--- src/rtl/ee_pkg.sv ---
package ee_pkg;

    localparam int BYTE_W = 8;

    typedef enum logic [1:0] {
        WS_IDLE,
        WS_WRITE,
        WS_POLL,
        WS_TWAIT
    } ws_e;

    typedef enum logic [1:0] {
        SH_IDLE,
        SH_LOW,
        SH_HIGH
    } sh_e;

    typedef enum logic [1:0] {
        FR_IDLE,
        FR_SEND,
        FR_WAIT
    } fr_e;

endpackage

--- src/rtl/ee_byte_shifter.sv ---
module ee_byte_shifter
    import ee_pkg::*;
#(
    parameter int HALF_PER = 2
) (
    input  logic              clk,
    input  logic              rst_n,
    input  logic              go,
    input  logic [BYTE_W-1:0] tx_byte,
    input  logic              miso,
    output logic              sck,
    output logic              mosi,
    output logic              done,
    output logic [BYTE_W-1:0] rx_byte
);
    localparam int DIV_W = (HALF_PER > 1) ? $clog2(HALF_PER) : 1;
    localparam logic [DIV_W-1:0] DIV_LAST = DIV_W'(HALF_PER - 1);
    localparam int BIT_W = $clog2(BYTE_W);
    localparam logic [BIT_W-1:0] BIT_LAST = BIT_W'(BYTE_W - 1);

    typedef struct packed {
        sh_e               st;
        logic [BYTE_W-1:0] tx;
        logic [BYTE_W-1:0] rx;
        logic [BIT_W-1:0]  bitn;
        logic [DIV_W-1:0]  div;
        logic              sck;
        logic              done;
    } sh_t;

    sh_t d, q;

    always_comb begin
        d      = q;
        d.done = 1'b0;
        case (q.st)
            SH_IDLE: begin
                if (go) begin
                    d.st   = SH_LOW;
                    d.tx   = tx_byte;
                    d.div  = '0;
                    d.bitn = '0;
                    d.sck  = 1'b0;
                end
            end
            SH_LOW: begin
                if (q.div == DIV_LAST) begin
                    d.div = '0;
                    d.sck = 1'b1;
                    d.rx  = {q.rx[BYTE_W-2:0], miso};
                    d.st  = SH_HIGH;
                end else begin
                    d.div = q.div + 1'b1;
                end
            end
            SH_HIGH: begin
                if (q.div == DIV_LAST) begin
                    d.div = '0;
                    d.sck = 1'b0;
                    if (q.bitn == BIT_LAST) begin
                        d.st   = SH_IDLE;
                        d.done = 1'b1;
                    end else begin
                        d.bitn = q.bitn + 1'b1;
                        d.tx   = {q.tx[BYTE_W-2:0], 1'b0};
                        d.st   = SH_LOW;
                    end
                end else begin
                    d.div = q.div + 1'b1;
                end
            end
            default: d.st = SH_IDLE;
        endcase
    end

    always_ff @(posedge clk) begin
        if (!rst_n) q <= '0;
        else        q <= d;
    end

    assign sck     = q.sck;
    assign mosi    = (q.st != SH_IDLE) & q.tx[BYTE_W-1];
    assign done    = q.done;
    assign rx_byte = q.rx;

    // data may not move while the clock is high
    p_mosi_hold_r2: assert property (@(posedge clk) disable iff (!rst_n)
        (sck && $past(sck)) |-> $stable(mosi));

endmodule

--- src/rtl/ee_frame_seq.sv ---
module ee_frame_seq
    import ee_pkg::*;
#(
    parameter int FRAME_BYTES = 4
) (
    input  logic                          clk,
    input  logic                          rst_n,
    input  logic                          go,
    input  logic [FRAME_BYTES*BYTE_W-1:0] frame,
    input  logic                          sh_done,
    input  logic [BYTE_W-1:0]             sh_rx,
    output logic                          sh_go,
    output logic [BYTE_W-1:0]             sh_byte,
    output logic                          done,
    output logic [BYTE_W-1:0]             rx_last
);
    localparam int FW    = FRAME_BYTES * BYTE_W;
    localparam int IDX_W = (FRAME_BYTES > 1) ? $clog2(FRAME_BYTES) : 1;
    localparam logic [IDX_W-1:0] IDX_LAST = IDX_W'(FRAME_BYTES - 1);

    typedef struct packed {
        fr_e               st;
        logic [IDX_W-1:0]  idx;
        logic [FW-1:0]     word;
        logic              done;
        logic [BYTE_W-1:0] rx;
    } fr_t;

    fr_t d, q;

    always_comb begin
        d      = q;
        d.done = 1'b0;
        case (q.st)
            FR_IDLE: begin
                if (go) begin
                    d.st   = FR_SEND;
                    d.idx  = '0;
                    d.word = frame;
                end
            end
            FR_SEND: d.st = FR_WAIT;
            FR_WAIT: begin
                if (sh_done) begin
                    if (q.idx == IDX_LAST) begin
                        d.rx   = sh_rx;
                        d.done = 1'b1;
                        d.st   = FR_IDLE;
                    end else begin
                        d.idx  = q.idx + 1'b1;
                        d.word = {q.word[FW-BYTE_W-1:0], {BYTE_W{1'b0}}};
                        d.st   = FR_SEND;
                    end
                end
            end
            default: d.st = FR_IDLE;
        endcase
    end

    always_ff @(posedge clk) begin
        if (!rst_n) q <= '0;
        else        q <= d;
    end

    assign sh_go   = (q.st == FR_SEND);
    assign sh_byte = q.word[FW-1 -: BYTE_W];
    assign done    = q.done;
    assign rx_last = q.rx;

    // each instruction ends with exactly one completion strobe
    p_frame_done_pulse_r3: assert property (@(posedge clk) disable iff (!rst_n)
        done |=> !done);

endmodule

--- src/rtl/ee_wait_timer.sv ---
module ee_wait_timer #(
    parameter int W = 13
) (
    input  logic         clk,
    input  logic         rst_n,
    input  logic         load,
    input  logic [W-1:0] load_val,
    output logic         expired
);
    typedef struct packed {
        logic [W-1:0] cnt;
    } tm_t;

    tm_t d, q;

    always_comb begin
        d = q;
        if (load)            d.cnt = load_val;
        else if (q.cnt != 0) d.cnt = q.cnt - 1'b1;
    end

    always_ff @(posedge clk) begin
        if (!rst_n) q <= '0;
        else        q <= d;
    end

    assign expired = (q.cnt == '0);

    // once loaded the count falls by one per cycle
    p_count_step_r5: assert property (@(posedge clk) disable iff (!rst_n)
        (!load && !expired) |=> (q.cnt == $past(q.cnt) - 1'b1));

endmodule

--- src/rtl/ee_poll_writer.sv ---
module ee_poll_writer
    import ee_pkg::*;
#(
    parameter int          ADDR_W     = 12,
    parameter int          HALF_PER   = 2,
    parameter logic [7:0]  WR_OP      = 8'hC0,
    parameter logic [7:0]  RD_OP      = 8'hA0,
    parameter logic [7:0]  P1_VAL     = 8'h80,
    parameter logic [7:0]  P2_VAL     = 8'h7F,
    parameter int          T_WD       = 4000,
    parameter int          POLL_LIMIT = 6000
) (
    input  logic              clk,
    input  logic              rst_n,
    input  logic              start,
    input  logic [ADDR_W-1:0] addr,
    input  logic [7:0]        wdata,
    input  logic              erased_valid,
    output logic              busy,
    output logic              done,
    output logic              err,
    output logic              sck,
    output logic              mosi,
    input  logic              miso
);
    localparam int FRAME_BYTES = 4;
    localparam int FW          = FRAME_BYTES * BYTE_W;
    localparam int TMR_MAX     = (T_WD > POLL_LIMIT) ? T_WD : POLL_LIMIT;
    localparam int TMR_W       = $clog2(TMR_MAX + 1);
    localparam logic [7:0] ERASED = 8'hFF;

    typedef struct packed {
        ws_e               st;
        logic [ADDR_W-1:0] addr;
        logic [7:0]        data;
        logic              rd;
        logic              fr_go;
        logic              tmr_load;
        logic [TMR_W-1:0]  tmr_val;
        logic              done;
        logic              err;
    } wr_t;

    wr_t d, q;

    logic [15:0]       addr16;
    logic [FW-1:0]     fr_word;
    logic              fr_done;
    logic [7:0]        fr_rx;
    logic              sh_go;
    logic [7:0]        sh_byte;
    logic              sh_done;
    logic [7:0]        sh_rx;
    logic              tmr_expired;
    logic              marker_data;
    logic              accept;

    assign addr16      = 16'(q.addr);
    assign fr_word     = {q.rd ? RD_OP : WR_OP, addr16[15:8], addr16[7:0],
                          q.rd ? 8'h00 : q.data};
    assign marker_data = (q.data == P1_VAL) || (q.data == P2_VAL);
    assign accept      = (q.st == WS_IDLE) && !q.done && start;

    always_comb begin
        d          = q;
        d.done     = 1'b0;
        d.fr_go    = 1'b0;
        d.tmr_load = 1'b0;
        case (q.st)
            WS_IDLE: begin
                if (accept) begin
                    d.addr = addr;
                    d.data = wdata;
                    d.err  = 1'b0;
                    if (erased_valid && wdata == ERASED) begin
                        d.done = 1'b1;
                    end else begin
                        d.rd    = 1'b0;
                        d.fr_go = 1'b1;
                        d.st    = WS_WRITE;
                    end
                end
            end
            WS_WRITE: begin
                if (fr_done) begin
                    d.tmr_load = 1'b1;
                    if (marker_data) begin
                        d.tmr_val = TMR_W'(T_WD);
                        d.st      = WS_TWAIT;
                    end else begin
                        d.tmr_val = TMR_W'(POLL_LIMIT);
                        d.rd      = 1'b1;
                        d.fr_go   = 1'b1;
                        d.st      = WS_POLL;
                    end
                end
            end
            WS_POLL: begin
                if (fr_done) begin
                    if (fr_rx == q.data) begin
                        d.done = 1'b1;
                        d.st   = WS_IDLE;
                    end else if (tmr_expired) begin
                        d.err  = 1'b1;
                        d.done = 1'b1;
                        d.st   = WS_IDLE;
                    end else begin
                        d.fr_go = 1'b1;
                    end
                end
            end
            WS_TWAIT: begin
                if (!q.tmr_load && tmr_expired) begin
                    d.done = 1'b1;
                    d.st   = WS_IDLE;
                end
            end
            default: d.st = WS_IDLE;
        endcase
    end

    always_ff @(posedge clk) begin
        if (!rst_n) q <= '0;
        else        q <= d;
    end

    ee_frame_seq #(
        .FRAME_BYTES (FRAME_BYTES)
    ) i_frame (
        .clk     (clk),
        .rst_n   (rst_n),
        .go      (q.fr_go),
        .frame   (fr_word),
        .sh_done (sh_done),
        .sh_rx   (sh_rx),
        .sh_go   (sh_go),
        .sh_byte (sh_byte),
        .done    (fr_done),
        .rx_last (fr_rx)
    );

    ee_byte_shifter #(
        .HALF_PER (HALF_PER)
    ) i_shift (
        .clk     (clk),
        .rst_n   (rst_n),
        .go      (sh_go),
        .tx_byte (sh_byte),
        .miso    (miso),
        .sck     (sck),
        .mosi    (mosi),
        .done    (sh_done),
        .rx_byte (sh_rx)
    );

    ee_wait_timer #(
        .W (TMR_W)
    ) i_timer (
        .clk      (clk),
        .rst_n    (rst_n),
        .load     (q.tmr_load),
        .load_val (q.tmr_val),
        .expired  (tmr_expired)
    );

    assign busy = (q.st != WS_IDLE) || q.done;
    assign done = q.done;
    assign err  = q.err;

    // completion never lasts two cycles
    p_done_pulse_r10: assert property (@(posedge clk) disable iff (!rst_n)
        done |=> !done);

    // a strobe while occupied leaves the latched request untouched
    p_hold_r8: assert property (@(posedge clk) disable iff (!rst_n)
        busy |=> ($stable(q.addr) && $stable(q.data)));

    // the error flag only appears together with completion
    p_err_with_done_r9: assert property (@(posedge clk) disable iff (!rst_n)
        $rose(err) |-> done);

    // erased 0xFF completes on the next cycle with the state machine idle
    p_skip_r6: assert property (@(posedge clk) disable iff (!rst_n)
        (!busy && start && erased_valid && wdata == 8'hFF) |=> (done && q.st == WS_IDLE));

    // no serial activity during the timed wait
    p_twait_quiet_r5: assert property (@(posedge clk) disable iff (!rst_n)
        (q.st == WS_TWAIT) |-> !sck);

endmodule

--- config.mk ---
export PLATFORM = sky130hd
export DESIGN_NAME = ee_poll_writer
export DESIGN_NICKNAME = d
export VERILOG_FILES = /design/src/rtl/ee_pkg.sv /design/src/rtl/ee_byte_shifter.sv /design/src/rtl/ee_frame_seq.sv /design/src/rtl/ee_wait_timer.sv /design/src/rtl/ee_poll_writer.sv
export SDC_FILE = /design/constraint.sdc
export NUM_CORES = 1
export LEC_CHECK = 0
export CAP_MARGIN = 0
export CORE_ASPECT_RATIO = 2
export CORE_MARGIN = 2
export CORE_UTILIZATION = 40
export DETAILED_ROUTE_END_ITERATION = 7
export DONT_BUFFER_PORTS = 1
export PLACE_DENSITY_LB_ADDON = 0.3
export SLEW_MARGIN = 0
export SYNTH_ARGS = -nofsm -noshare
export SYNTH_HDL_FRONTEND = slang
export SYNTH_HIERARCHICAL = 1
export SYNTH_SLANG_ARGS = --single-unit
--- constraint.sdc ---
create_clock -name clk -period 2.85 [get_ports clk]
set_input_delay 0.57 -clock clk [delete_from_list [all_inputs] [get_ports clk]]
set_output_delay 0.57 -clock clk [all_outputs]
set_load 0.03 [all_outputs]
==> run metrics, run 1 <==
worst hold path class=input pin to register; Detailed Route Iter0 Violations=271; final hold violation count=0; drt wl/cell=15.37 um; register area share after synthesis=40.63%; Async SR Flop Fraction=0%; largest net degree at the start of global routing=70; final net count=645; DR vias=4,194; first drt pass iteration count=4; Detailed Place HPWL=8417 um; WL final=11,810 um; PwrDens=735.8 nW/um^2; crit-path max FO=4; Crit Path Category=register to register; DIE AREA=14,810 sq um; detailed-route vias per instance=5.461; Post-CTS Setup Bufs=0; Setup crit start=i_timer/q[0]; run status=finished, final reports clean; Core Region=13,440 sq um; Max Clock Skew=0.007507 ns; Total GRT Usage=16.68%; GPL Wtd Cong=0.7594; Port Buffer Count=0; EDFF count, synth=0; fillers=1,315; Worst Max-Slew Pin Slew=0.7689 ns; TritonCTS clock tree=done; Avg Cell Area, Syn=8.541 sq um; post_cts resized=0; DRC viols=0; multi-input combinational cell area=2844 sq um; Yosys top cell by area=dfxtp_1; FF-to-FF Start=i_timer/q[0]; Die X=87.05 um; first-pass GRT wire length=19,580 um; Mapped Cells=646; maxcap violations=0; ys flop type=dfxtp_1; Syn Std Cell Area=5518 sq um; slew margin rel.=48.69%; Slew Viols, Final=0; Yosys reg bits=112; CP arrival=2.56 ns; fmax=435.3 MHz; Setup WS pre-CTS=0.5561 ns; clk slew on worst S/H paths=0.07 ns; die height=170.1 um; gr ovfl total=0; CTS Root Cell=clkbuf_16; Std-Cell Rows=60; VDD IR max=635.6 uV; FF+latch area=2242 sq um; YS warnings=6; leakage=2.064 nW; Skew-Pair Late Insertion Delay=0.35 ns; boundary pin count=30; Final Cycle Share=80.61%; total negative slack=0 ns; clk buf depth=2; worst setup margin=0.5525 ns; hold_sp=rst_n; initial antenna violation count=0; Ant. Diodes=0; number of buffers created by CTS=9; min cycle time layout=2.297 ns; Hold Buf Count CTS=0; RSZ-0062 raised after global routing=false; CP required=3.11 ns; Final setup viols=0; Tot Pwr=4.167 mW; DRT antenna net count=0; Area contributors post-synth=dfxtp_1 (41%), nand2_1 (9.1%), buf_4 (4.6%); vias in the first global route=4,203; Yosys top cell area share=40.63%; Setup crit start kind=register; CP Capture Type=register; layout cells sized above 1=8.483%; Yosys cell types=68; P&R area growth vs syn=2.630%; initial core utilization=41.06%; H-Tree Depth=3; clk sinks=112
-- cells in the mapped netlist (7+ instances only) --
library cell,number
nand2_1,134
mux2_2,8
dfxtp_1,112
o21ai_0,8
nor2_1,38
a21oi_1,33
mux2i_1,14
buf_2,8
a311oi_1,17
ha_1,11
nand3_1,49
nand2b_1,7
xnor2_1,13
clkbuf_1,17
nor2b_1,13
buf_4,34
inv_1,9
a21boi_0,18
a311oi_2,8
o31ai_1,7
-- registers in the layout, indices dropped and copies added, names as in the netlist --
register         flops
err                  1
i_frame/done         1
i_shift/q           14
i_shift/rx_byte      8
addr16              12
i_frame/q           28
done                 1
i_frame/sh_byte      8
i_shift/sck          1
q                   16
i_frame/rx_last      8
i_shift/done         1
i_timer/q           13
-- critical path, stage by stage, from the launching register on --
cell and delay [ns]:
dfxtp_1 0.33, inv_1 0.12, ha_1 0.18, or4b_1 0.51, nor4_4 0.33, nand3b_1 0.12
nand3_1 0.13, o21a_1 0.13, o311ai_1 0.11, a211oi_1 0.25
-- metal layers --
layer | GRT usage, % | part of all wire, % | vias up
met3 | 3.540 | 2.8 | 25
met1 | 16.74 | 39 | 1987
met2 | 31.46 | 55 | 50
met5 | 0 | 0 | -
li1 | - | - | 2132
met4 | 7.813 | 3.7 | 0
-- report_power, final --
| part | total (mW) | switching, mW | internal, mW |
|---|---|---|---|
| Sequential | 1.86 | 0.140 | 1.72 |
| Clock | 1.17 | 0.575 | 0.598 |
| Combinational | 1.14 | 0.615 | 0.523 |
| Total | 4.17 | 1.33 | 2.84 |
-- stage by stage --
stage               std cells  instance area (sq um)  util, %  hold WS (ns)
CTS                       768                   5663    42.14        0.3327
global placement          753                   5390    40.11        0.4427
global route              768                   5663    42.14        0.3281
detailed placement        753                   5390    40.11        0.4520
finish                    768                   5663    42.14        0.3463
floorplan                 658                   5563        -        0.4335
-- final cells by class --
class,count,share of cell area [%]
multi-input combinational,468,50.22
sequential,112,39.59
clock buffer,10,4.043
tap,155,3.425
timing repair buffer,8,1.281
clock inverter,5,0.7733
inverter,10,0.6628
-- cell usage in the layout (no fill, tap or decap), types with 7 or more instances in the layout --
cell type and instances:
conb_1 14, o31ai_1 7, nand2_1 134, clkbuf_16 9, o21ai_0 8, a21oi_1 33
a311oi_1 17, nand3_1 49, a21boi_0 18, nor2b_1 13, mux2i_1 14, nor2_1 38
xnor2_1 13, ha_1 11, a311oi_2 8, buf_4 7, nand2b_1 7, inv_1 9
dfxtp_1 112, mux2_2 8
-- cell families after synthesis --
kind of cell,count (synthesis),share of synthesized area (%)
AOI/OAI and AO/OA,119,16.42
buffers and inverters,78,8.775
xor gates and xnor gates,13,2.064
adders and majority gates,11,2.494
and+or+nand+nor,289,25.31
DFF,112,40.63
other,2,0.1361
muxes,22,4.172
-- final timing paths --
check,endpoint,slack (ns),cells past startpoint
min reg2reg,addr16[6],0.46,2
max reg2reg,q[38],0.55,9
min,q[17],0.35,1
max,q[38],0.55,9
Power figures use the tool's default switching activity.
==> run 2: changes to the inputs <==
==> constraint.sdc (replaced) <==
create_clock -name clk -period 1.95 [get_ports clk]
set_input_delay 0.39 -clock clk [delete_from_list [all_inputs] [get_ports clk]]
set_output_delay 0.39 -clock clk [all_outputs]
set_load 0.03 [all_outputs]
==> run metrics, run 2 (synthesis results as in run 1) <==
fmax=470.9 MHz; Std-Cell Rows=60; CP Capture Type=register; maxcap violations=0; TritonCTS clock tree=done; design area=6038 sq um; first-pass GRT wire length=20,850 um; max FFs per register=28; CTS Root Cell=clkbuf_16; critical-path cell list=or4_4, nor4_4, buf_4, nand3b_1, nand3_1, o21a_1, o311ai_4, a31o_1; met3 wire len=293 um; multi-input combinational cell area=2945 sq um; H-Tree Depth=3; worst hold path class=input pin to register; Ant. Diodes=0; vias in the first global route=4,380; uppermost layer routed=met4; FF+latch area=2246 sq um; DR vias=4,360; final net count=677; Crit Path Category=register to register; run status=finished with violations; clk buf depth=2; CP required=2.21 ns; Worst Max-Slew Pin Slew=0.6014 ns; Detailed Route Iter0 Violations=217; gr ovfl total=0; Final setup viols=8; Core Region=13,440 sq um; drt wl/cell=15.63 um; Skew-Pair Late Insertion Delay=0.35 ns; failing checks=negative setup slack; initial core utilization=41.06%; placed cell area=5574 sq um; number of buffers created by CTS=9; first drt pass iteration count=4; clk sinks=112; DRC viols=0; WL final=12,520 um; Max Clock Skew=0.008439 ns; Total GRT Usage=17.55%; leakage=2.273 nW; layout cells sized above 1=15.79%; RSZ-0062 raised after global routing=true; largest net degree at the start of global routing=70; Detailed Place HPWL=8798 um; top flop regs=i_frame/q: 28 flops, q: 16 flops, i_shift/q: 14 flops; Final Cycle Share=108.9%; die height=170.1 um; crit-path max FO=4; Port Buffer Count=0; commonest non-fill, non-tap cells in the layout=nand2_1 (134), dfxtp_1 (109), nand3_1 (49); worst setup margin=-0.1736 ns; Slowest Stage Delay on Critical Path=0.57 ns; min cycle time layout=2.124 ns; final core utilization=44.93%; Largest Register=i_frame/q; boundary pin count=30; Hold Buf Count CTS=0; Setup crit start kind=register; Tot Pwr=6.862 mW; fillers=1,291; DR WL met2=6721 um; GPL Wtd Cong=0.8393; most common cell after layout, fill and taps aside=nand2_1; slew margin rel.=59.90%; wl on met1=4935 um; CP arrival=2.38 ns; slowest CP cell=or4_4; initial antenna violation count=0; VDD IR max=1207 uV; clk slew on worst S/H paths=0.08 ns; Die X=87.05 um; Slew Viols, Final=0; P&R area growth vs syn=9.433%; DRT antenna net count=0; final hold violation count=0; detailed-route vias per instance=5.443; DIE AREA=14,810 sq um; PwrDens=1136 nW/um^2
-- run 2: cell type report --
type	instances	share of cell area (%)
clock inverter	7	1.098
tap	155	3.212
multi-input combinational	468	48.78
clock buffer	9	3.730
sequential	112	37.19
timing repair buffer	40	5.367
inverter	10	0.6216
-- run 2: where the power goes --
group | total [mW] | switching, mW | leakage [nW] | internal, mW
Clock | 1.80 | 0.905 | 0.141 | 0.895
Combinational | 2.38 | 1.16 | 1.22 | 1.22
Sequential | 2.68 | 0.166 | 0.914 | 2.51
-- run 2: critical path, delay by kind of cell (launching register included) --
| family | cells | cell delay (ns) |
|---|---|---|
| AO/OA/AOI/OAI | 3 | 0.49 |
| buffers and inverters | 1 | 0.18 |
| AND/OR/NAND/NOR | 4 | 1.04 |
| flip-flops | 1 | 0.33 |
-- run 2: final timing paths --
kind | from | endpoint | slack [ns] | depth (start not counted)
min | rst_n | q[17] | 0.15 | 1
max reg2reg | i_timer/q[10] | q[39] | -0.17 | 8
min reg2reg | i_frame/q[42] | i_frame/q[42] | 0.46 | 2
max | i_timer/q[10] | q[39] | -0.17 | 8
-- run 2: per-layer routing --
metal	track usage, %	vias to the layer above
met2	31.50	71
li1	-	2187
met5	0	-
met1	18.92	2069
met4	9.783	0
met3	2.861	33
-- run 2: repair_timing --
item	4_1_cts	5_1_grt
pin swaps	9	16
gates resized for setup	15	14
buffers inserted	7	4
endpoints found under the setup margin	9	18
-- run 2: metrics by stage --
stage          hold slack [ns]  TNS [ns]  instances  setup WS [ns]
6_report                0.1541   -0.6447        801        -0.1736
5_1_grt                 0.1421    -1.183        801        -0.2298
4_1_cts                 0.1427    -1.325        800        -0.2266
3_5_place_dp            0.4512   -0.8323        777        -0.2241
3_3_place_gp            0.4421   -0.6250        777        -0.1730
2_1_floorplan           0.4335   -0.3630        658        -0.1407
==> run 3: changes to the inputs <==
--- a/config.mk
+++ b/config.mk
@@ -12,6 +12,7 @@
 export DETAILED_ROUTE_END_ITERATION = 7
 export DONT_BUFFER_PORTS = 1
 export PLACE_DENSITY_LB_ADDON = 0.3
+export SKIP_CTS_REPAIR_TIMING = 1
 export SLEW_MARGIN = 0
 export SYNTH_ARGS = -nofsm -noshare
 export SYNTH_HDL_FRONTEND = slang
==> run metrics, run 3 (synthesis results as in run 1) <==
final net count=679; Total GRT Usage=17.36%; Ant. Diodes=0; Die X=87.05 um; TritonCTS clock tree=done; fillers=1,282; P&R area growth vs syn=10.18%; vias in the first global route=4,351; initial core utilization=41.06%; final hold violation count=0; clk slew on worst S/H paths=0.08 ns; Crit Path Category=register to register; detailed-route vias per instance=5.508; CP arrival=2.46 ns; total negative slack=-1.566 ns; fmax=453.6 MHz; slew margin rel.=60.04%; Max Clock Skew=0.008290 ns; Std-Cell Rows=60; H-Tree Depth=3; Final Cycle Share=113.1%; Tot Pwr=6.985 mW; top flop regs=i_frame/q: 28 flops, q: 16 flops, i_shift/q: 14 flops; FF+latch area=2245 sq um; crit-path max FO=4; Port Buffer Count=0; commonest non-fill, non-tap cells in the layout=nand2_1 (134), dfxtp_1 (110), nand3_1 (49); leakage=2.289 nW; WL final=12,640 um; RSZ-0062 raised after global routing=true; drt wl/cell=15.73 um; CTS Root Cell=clkbuf_16; DRT antenna net count=0; first-pass GRT wire length=20,670 um; clk buf depth=2; worst hold path class=input pin to register; Setup crit start kind=register; DRC viols=0; maxcap violations=0; VDD IR max=1340 uV; Worst Max-Slew Pin Slew=0.5994 ns; most common cell after layout, fill and taps aside=nand2_1; min cycle time layout=2.205 ns; first drt pass iteration count=4; failing checks=negative setup slack; Detailed Route Iter0 Violations=215; max FFs per register=28; Slew Viols, Final=0; CP required=2.21 ns; Core Region=13,440 sq um; die height=170.1 um; worst setup margin=-0.2546 ns; boundary pin count=30; initial antenna violation count=0; number of buffers created by CTS=9; PwrDens=1149 nW/um^2; largest net degree at the start of global routing=70; GPL Wtd Cong=0.8393; DIE AREA=14,810 sq um; DR vias=4,423; Final setup viols=13; CP Capture Type=register; layout cells sized above 1=16.05%; clk sinks=112; Skew-Pair Late Insertion Delay=0.35 ns; run status=finished with violations; gr ovfl total=0; multi-input combinational cell area=2958 sq um; Largest Register=i_frame/q; Detailed Place HPWL=8798 um
[run 3: routing by layer]
metal  share of wire (%)  GRT usage [%]  routed length [um]
met1                  39          18.80                4980
met2                  54          31.23                6778
met3                 2.3          2.813                 286
met4                 4.7          9.375                 590
met5                   0              0                   0
[run 3: cell type report]
type                    instances  share of cell area (%)
well taps                     155                   3.190
flip-flops and latches        112                   36.92
repair buffers                 42                   5.824
multi-input cells             468                   48.65
inverters                      10                  0.6174
clock inverters                 7                   1.091
clock buffers                   9                   3.704
[run 3: final timing paths]
path	slack, ns	startpoint	cells after the start	endpoint
worst max-delay path	-0.25	i_timer/q[0]	9	q[39]
worst min-delay path	0.15	rst_n	1	q[17]
worst max register to register	-0.25	i_timer/q[0]	9	q[39]
worst min register to register	0.46	i_frame/q[42]	2	i_frame/q[42]
[run 3: power by group]
| group | switching (mW) | internal, mW | total (mW) | leakage [nW] |
|---|---|---|---|---|
| Sequential | 0.165 | 2.51 | 2.68 | 0.913 |
| Combinational | 1.21 | 1.30 | 2.51 | 1.23 |
| Clock | 0.904 | 0.895 | 1.80 | 0.141 |
| Total | 2.28 | 4.70 | 6.99 | 2.29 |
[run 3: stage by stage]
stage / cells / cell area, sq um / util, % / hold WS (ns) / setup slack, ns
3_3_place_gp: 777 / 5574 / 41.48 / 0.4421 / -0.1730
3_5_place_dp: 777 / 5574 / 41.48 / 0.4512 / -0.2241
5_1_grt: 803 / 6080 / 45.24 / 0.1431 / -0.3161
4_1_cts: 793 / 5866 / 43.65 / 0.1427 / -0.2419
2_1_floorplan: 658 / 5570 / - / 0.4335 / -0.1407
6_report: 803 / 6080 / 45.24 / 0.1532 / -0.2546
[run 3: worst max-delay path, stage by stage, from the launching register on]
cell	delay, ns
dfxtp_2	0.33
inv_2	0.08
ha_4	0.14
or4b_4	0.48
nor4_4	0.30
nand3b_1	0.12
nand3_1	0.13
o21a_1	0.17
o311ai_4	0.12
a31o_1	0.23
